$ cat src/rtl/pc_next_pkg.sv
package pc_next_pkg;

  localparam int OPC_W = 8;

  typedef enum logic [2:0] {
    CLS_STEP1 = 3'd0,
    CLS_STEP2 = 3'd1,
    CLS_LONG  = 3'd2,
    CLS_SHORT = 3'd3,
    CLS_TABLE = 3'd4,
    CLS_BANK  = 3'd5
  } op_class_e;

endpackage

$ cat src/rtl/pc_wrap_inc.sv
module pc_wrap_inc #(
  parameter int PC_W = 12
) (
  input  logic [PC_W-1:0] pc_in,
  input  logic [1:0]      step,
  output logic [PC_W-1:0] pc_out
);

  localparam int LOW_W = PC_W - 1;

  function automatic logic [PC_W-1:0] wrap_add(input logic [PC_W-1:0] p,
                                               input logic [1:0] s);
    logic [LOW_W-1:0] low;
    low = p[LOW_W-1:0] + LOW_W'(s);
    return {p[PC_W-1], low};
  endfunction

  assign pc_out = wrap_add(pc_in, step);

endmodule

$ cat src/rtl/pc_bank_flag.sv
module pc_bank_flag (
  input  logic clk,
  input  logic rst_n,
  input  logic set_en,
  input  logic k_in,
  output logic bank_q
);

  always_ff @(posedge clk or negedge rst_n) begin
    if (!rst_n)      bank_q <= 1'b0;
    else if (set_en) bank_q <= k_in;
  end


  bank_hold_chk: assert property (@(posedge clk) disable iff (!rst_n)
    !set_en |=> $stable(bank_q));


  bank_load_chk: assert property (@(posedge clk) disable iff (!rst_n)
    set_en |=> bank_q == $past(k_in));

endmodule

$ cat src/rtl/pc_target_sel.sv
module pc_target_sel
  import pc_next_pkg::*;
#(
  parameter int PC_W = 12,
  parameter int PG_W = 8
) (
  input  logic [2:0]       op_class,
  input  logic [OPC_W-1:0] opcode,
  input  logic [PG_W-1:0]  op_byte2,
  input  logic             take_br,
  input  logic [PG_W-1:0]  tbl_byte,
  input  logic [PC_W-1:0]  pc_q,
  input  logic             bank_q,
  input  logic [PC_W-1:0]  pc_inc1,
  input  logic [PC_W-1:0]  pc_inc2,
  output logic [PC_W-1:0]  pc_nx,
  output logic             sel_long,
  output logic             sel_short_taken,
  output logic             sel_table
);

  localparam int HI_W = PC_W - 1 - PG_W;

  function automatic logic [PC_W-1:0] long_target(input logic b,
                                                  input logic [OPC_W-1:0] op,
                                                  input logic [PG_W-1:0] lo);
    return {b, op[OPC_W-1 -: HI_W], lo};
  endfunction

  function automatic logic [PC_W-1:0] page_target(input logic [PC_W-1:0] base,
                                                  input logic [PG_W-1:0] lo);
    return {base[PC_W-1:PG_W], lo};
  endfunction

  logic [PC_W-1:0] long_tgt, short_tgt, table_tgt;

  assign long_tgt  = long_target(bank_q, opcode, op_byte2);
  assign short_tgt = page_target(pc_inc1, op_byte2);
  assign table_tgt = page_target(pc_q, tbl_byte);

  assign sel_long        = (op_class == CLS_LONG);
  assign sel_short_taken = (op_class == CLS_SHORT) && take_br;
  assign sel_table       = (op_class == CLS_TABLE);

  always_comb begin
    unique case (op_class)
      CLS_STEP2: pc_nx = pc_inc2;
      CLS_LONG:  pc_nx = long_tgt;
      CLS_SHORT: pc_nx = take_br ? short_tgt : pc_inc2;
      CLS_TABLE: pc_nx = table_tgt;
      default:   pc_nx = pc_inc1;
    endcase
  end

endmodule

$ cat src/rtl/pc_next_unit.sv
module pc_next_unit
  import pc_next_pkg::*;
#(
  parameter int PC_W = 12,
  parameter int PG_W = 8
) (
  input  logic             clk,
  input  logic             rst_n,
  input  logic             op_done,
  input  logic [2:0]       op_class,
  input  logic [OPC_W-1:0] opcode,
  input  logic [PG_W-1:0]  op_byte2,
  input  logic             take_br,
  input  logic [PG_W-1:0]  acc,
  input  logic [PG_W-1:0]  tbl_byte,
  output logic [PC_W-1:0]  pc,
  output logic [PC_W-1:0]  pc_next,
  output logic [PC_W-1:0]  tbl_addr
);

  logic [PC_W-1:0] pc_q, pc_inc1, pc_inc2, pc_nx;
  logic            bank_q, bank_wr;
  logic            sel_long, sel_short_taken, sel_table;

  assign bank_wr = op_done && (op_class == CLS_BANK);

  pc_wrap_inc #(.PC_W(PC_W)) u_inc1 (.pc_in(pc_q), .step(2'd1), .pc_out(pc_inc1));
  pc_wrap_inc #(.PC_W(PC_W)) u_inc2 (.pc_in(pc_q), .step(2'd2), .pc_out(pc_inc2));

  pc_bank_flag u_bank (
    .clk(clk), .rst_n(rst_n), .set_en(bank_wr), .k_in(opcode[4]), .bank_q(bank_q)
  );

  pc_target_sel #(.PC_W(PC_W), .PG_W(PG_W)) u_sel (
    .op_class(op_class), .opcode(opcode), .op_byte2(op_byte2), .take_br(take_br),
    .tbl_byte(tbl_byte), .pc_q(pc_q), .bank_q(bank_q), .pc_inc1(pc_inc1),
    .pc_inc2(pc_inc2), .pc_nx(pc_nx), .sel_long(sel_long),
    .sel_short_taken(sel_short_taken), .sel_table(sel_table)
  );

  always_ff @(posedge clk or negedge rst_n) begin
    if (!rst_n)       pc_q <= '0;
    else if (op_done) pc_q <= pc_nx;
  end

  assign pc       = pc_q;
  assign pc_next  = pc_nx;
  assign tbl_addr = {pc_q[PC_W-1:PG_W], acc};


  always @(posedge clk) begin
    if (!rst_n) begin
      reset_state_chk: assert (pc_q == '0 && bank_q == 1'b0);
    end
  end


  pc_hold_chk: assert property (@(posedge clk) disable iff (!rst_n)
    !op_done |=> $stable(pc_q));


  step_keeps_top_chk: assert property (@(posedge clk) disable iff (!rst_n)
    op_done && op_class == CLS_STEP1 |=> pc_q[PC_W-1] == $past(pc_q[PC_W-1]));


  long_bank_chk: assert property (@(posedge clk) disable iff (!rst_n)
    op_done && sel_long |=> pc_q[PC_W-1] == $past(bank_q)
                            && pc_q[PG_W-1:0] == $past(op_byte2));


  short_nt_top_chk: assert property (@(posedge clk) disable iff (!rst_n)
    op_done && op_class == CLS_SHORT && !take_br
      |=> pc_q[PC_W-1] == $past(pc_q[PC_W-1]));


  table_page_chk: assert property (@(posedge clk) disable iff (!rst_n)
    op_done && sel_table |=> pc_q[PC_W-1:PG_W] == $past(pc_q[PC_W-1:PG_W])
                             && pc_q[PG_W-1:0] == $past(tbl_byte));


  short_taken_low_chk: assert property (@(posedge clk) disable iff (!rst_n)
    op_done && sel_short_taken |=> pc_q[PG_W-1:0] == $past(op_byte2));

endmodule

$ cat config.mk
export PLATFORM = sky130hd
export DESIGN_NAME = pc_next_unit
export DESIGN_NICKNAME = d
export VERILOG_FILES = /design/src/rtl/pc_next_pkg.sv /design/src/rtl/pc_wrap_inc.sv /design/src/rtl/pc_bank_flag.sv /design/src/rtl/pc_target_sel.sv /design/src/rtl/pc_next_unit.sv
export SDC_FILE = /design/constraint.sdc
export NUM_CORES = 1
export LEC_CHECK = 0
export CAP_MARGIN = 5
export CORE_ASPECT_RATIO = 1.1
export CORE_MARGIN = 2
export CORE_UTILIZATION = 40
export DETAILED_ROUTE_END_ITERATION = 16
export GPL_TIMING_DRIVEN = 0
export HOLD_SLACK_MARGIN = 0.05
export PLACE_DENSITY = 0.82
export SETUP_SLACK_MARGIN = 0.4
export SLEW_MARGIN = 20
export SYNTH_ARGS = -nofsm -noshare
export SYNTH_HDL_FRONTEND = slang
export SYNTH_SLANG_ARGS = --single-unit
$ cat constraint.sdc
create_clock -name clk -period 1.8 [get_ports clk]
set_input_delay 0.36 -clock clk [delete_from_list [all_inputs] [get_ports clk]]
set_output_delay 0.36 -clock clk [all_outputs]
set_load 0.02 [all_outputs]
Word-level counts from Yosys, hierarchy flattened. Index checks and enable logic that the tools add are counted.

Register bits after elaboration: 13. Logic and storage cells: 12.

Reduce and logical (&&, ||, !) cells: 1. Eq/ne operators: 5. Mux-type cells: 2. $add $sub $neg: 2.

Operators with widths (count): case mux 12 bit (4 select lines) (1); adder 11 x 1 -> 11 bit (second input constant) (1); adder 11 x 2 -> 11 bit (second input constant) (1); two-way mux 11 bit (1); == test 3 x 2 -> 1 bit (second input constant) (2); == test 3 bit (second input constant) (2); == test 3 x 1 -> 1 bit (second input constant) (1); logical AND 1 bit (1).

Longest topological paths before layout.
Depth in word-level cells: 3. Mapped depth: 7. Mapped depth without buffers: 6.

By module. From an unflattened synthesis, not the netlist that was laid out.

Cell total of the unflattened synthesis: 207. Area total of the unflattened synthesis: 1818.0 µm².

Modules (own cells, without submodules): pc_target_sel (times used 1, area each 724.4 µm², cells each 103); pc_next_unit (times used 1, area each 588.1 µm², cells each 40); pc_wrap_inc (times used 2, area each 232.7 µm², cells each 31); pc_bank_flag (times used 1, area each 40.0 µm², cells each 2).

Worst setup path after synthesis. No wires, ideal clock.

Path type: register -> output. Start point: register pc_q[2] (netlist: pc[2]). End point: output port pc_next[9]. Data arrival time: 1.873 ns. Data required time: 1.440 ns. Setup slack: -0.433 ns. Path buffers: 0. Cell stages (with the launch flop): 6. Path through: dfrtp_1 > ha_1 > nand4_1 > nor3_1 > xnor2_1 > o21ai_0.

Word-level cells in the longest chain between the ends: 3. Elaborated cells on any way between the ends: 4. Classes of those cells: 2 x add/sub; 2 x mux.

Ends and longest elaborated chain: start, declared (line pc_next_unit.sv:21) `logic [PC_W-1:0] pc_q, pc_inc1, pc_inc2, pc_nx;`; start signal, assigned (line pc_next_unit.sv:43) `else if (op_done) pc_q <= pc_nx;`; adder 11 x 2 -> 11 bit / adder 11 x 1 -> 11 bit (equally long branches) (line pc_wrap_inc.sv:14) `low = p[LOW_W-1:0] + LOW_W'(s);`; two-way mux 11 bit (line pc_target_sel.sv:49) `CLS_SHORT: pc_nx = take_br ? short_tgt : pc_inc2;`; case mux 12 bit (4 select lines) (*) (line pc_target_sel.sv:46) `unique case (op_class)`; end, declared (line pc_next_unit.sv:17) `output logic [PC_W-1:0] pc_next,`.

Mark *: on every way between the ends. The rest lies on a longest branch, timed or not.

Worst setup path after layout.
Start point: register pc_q[1] (netlist: pc[1]). End point: output port pc_next[10].

The elaborated chain is that of the path after synthesis.

==> run metrics <==
sequential area share after synthesis=22.3%; peak supply drop=627 uV; netlist area before placement=1460 um2; share of layout cells above drive strength 1=59.4%; Total Neg Setup Slack=-3.90 ns; endpoints failing hold=0; Leak=1.32 nW; largest net degree at the start of global routing=14; type of the worst min-delay path=primary input to async pin; final wirelength=7140 um; startpoint of the worst register-to-register path=pc[1]; setup violators final=13; post-layout worst setup margin=-0.452 ns; simple-gate portion of the synthesized area=23.2%; first drt pass iteration count=7; most area-consuming cells after synthesis=dfrtp_1 (22%), buf_4 (7.2%), mux2_2 (6.9%); Yosys top cell area share=22.3%; Layout Area Growth over Synthesis=107%; number of standard-cell rows in the floorplan=23; clock-pin slew reported for the worst setup and hold paths after clock tree synthesis=0.08 ns; adder-cell area share of the yosys netlist=1.71%; IO Port Bufs=61; diode count=0; cell area reported after detailed placement=2340 um2; first-pass GRT wire length=8840 um; total count of max-transition violations in the final report=0; reported max-cap violation count=0; fraction of synthesized area in multiplexers=6.94%; startpoint-to-endpoint class of the critical path=flop to output pin; slew margin rel.=53.1%; Starting Density=40.9%; Worst setup startpoint=pc[1]; remaining global-route overflow=0; DP HPWL=3380 um; via count of the routed design=2042; slew at the pin closest to its max-slew limit=0.702 ns; Fin Clk Skew=0.0168 ns; RD Place Congestion=0.842; average vias per placed instance=5.95; remaining antenna violation count after routing=0; NumNets Final=335; biggest area consumer among synthesized cells=dfrtp_1; filler instances=214; Critical Path End Type=output pin; deepest level of the CTS H-tree=1; clock sink count=13; overall die area=4150 um2; maximum buffer depth of the clock tree=2; Die Ht=67.4 um; share of flip-flops with an asynchronous set or reset after synthesis=100%; violations in the final reports=negative setup slack; Hold WS=0.509 ns; root cell of the clock tree=clkbuf_8; data arrival at the endpoint of the critical path=1.89 ns; final worst path period share=125%; power density over cell area=923 nW/um2; Core Region=3570 um2; count of synthesis-stage warnings from yosys=0; count of mapped cells out of synthesis=187; final critical delay including setup and external delays=2.25 ns; critical path startpoint category=flop; synthesized-area fraction occupied by ao, oa, aoi and oai cells=26.6%; initial antenna violation count=0; number of global-route vias before repair=1863; Place WS=-1.30 ns; largest family of logic cells by synthesized area=compound AO/OA/AOI/OAI gates; register bit total from synthesis=13; fmax=444 MHz; most used flip-flop cell after synthesis=dfrtp_1; syn_area_per_cell=7.81 um2; count of cell types in the netlist=43; Residual DRC=0; area of all placed cells without fillers=3020 um2; number of hold buffers added after CTS=0; IO Count=75; latest clock arrival within the worst-skew pair=0.27 ns; number of enable flip-flop cells after synthesis=0; Final Power=2.79 mW; setup repair after global routing missed its margin=true; CTS buffer count=3; post-synthesis xor/xnor area fraction=7.20%; required time at the worst-slack endpoint=1.44 ns; combined global-route utilization of all metal layers=29.3%; maximum net fanout on the critical path=4; outcome=complete, but fails checks; synthesized netlist net count=228; starting DRC count in detailed routing=171; TritonCTS clock tree=built; DR WL/cell=20.8 um; Horiz. Die Dim=61.6 um
==> kinds of logic (layout without fill, tap and decap cells) <==
logic type,count (synthesis),in the layout
mux,9,9
buf+inv,29,135
fa+ha+maj,2,2
xor+xnor,12,12
simple gates,61,61
flops,13,13
compound gates,61,61
==> layout by cell type, fill, tap and decap left out, drive strengths merged, types with 9 or more instances in the layout <==
cell           Yosys  layout
nand2             13      13
clkbuf             3      10
dfrtp             13      13
clkdlybuf4s50      0      22
mux2               9       9
o21ai             17      17
nand2b             9       9
a21oi             18      18
nor2              16      16
buf               21      83
==> cell usage after synthesis, types with 4 or more instances <==
cell type  number
buf_2           6
nor2_1         16
o21ai_0        15
nand2b_1        9
mux2_2          9
nand2_1        12
o21a_1          4
a22oi_1         7
a21oi_1        17
inv_1           4
dfrtp_1        13
a31oi_1         4
xor2_1          5
xnor2_1         7
buf_4          14
==> cell type report <==
class / count / area, um2 / share of cell area, %
Sequential cell: 13 / 335 / 11.1
Multi-Input combinational cell: 145 / 1380 / 45.6
Timing Repair Buffer: 102 / 975 / 32.3
Clock buffer: 4 / 45.0 / 1.49
Tap cell: 50 / 62.6 / 2.07
Buffer: 24 / 206 / 6.84
Inverter: 5 / 18.8 / 0.622
==> path summary, 6_finish.rpt <==
kind | endpoint | slack, ns | cells past startpoint
max | pc_next[10] | -0.45 | 8
min | u_bank.bank_q | 0.51 | 1
max reg2reg | pc[9] | -0.39 | 13
min reg2reg | u_bank.bank_q | 0.53 | 1
max in group asynchronous | pc[3] | 0.78 | 1
min in group clk | u_bank.bank_q | 0.53 | 1
==> what timing repair did <==
action | 4_1_cts | 5_1_grt
resized for setup | 177 | 41
setup endpoints to repair | 41 | 36
pin swaps | 33 | 18
buffers inserted | 31 | 10
hold endpoints to repair | 0 | 0
==> report_power, final <==
part           internal, mW  switching, mW
clock network         0.158          0.145
logic                 0.998           1.00
registers             0.384         0.0959
==> worst max-delay path, stage by stage, from the launching register on <==
cell	delay, ns
dfrtp_2	0.44
buf_6	0.13
ha_4	0.13
and4_4	0.25
nand4_1	0.11
xnor2_1	0.20
nand2b_1	0.12
o221ai_2	0.07
buf_4	0.16
==> stage by stage <==
stage | utilization, % | cells
after floorplan | - | 187
final | 84.6 | 343
after global routing | 84.6 | 343
after CTS | 78.7 | 333
after global placement | 65.7 | 298
after detailed placement | 65.7 | 298
==> per-layer routing <==
metal	vias to the layer above	GRT usage [%]	routed length (um)
li1	873	-	-
met1	1002	34.0	2630
met2	126	50.8	3670
met3	41	4.21	400
met4	0	15.4	437
met5	-	0	0
==> sequential cells by signal, summed over array words and instances, names as in the netlist <==
register	count
u_bank.bank_q	1
pc	12
Power figures use the tool's default switching activity.
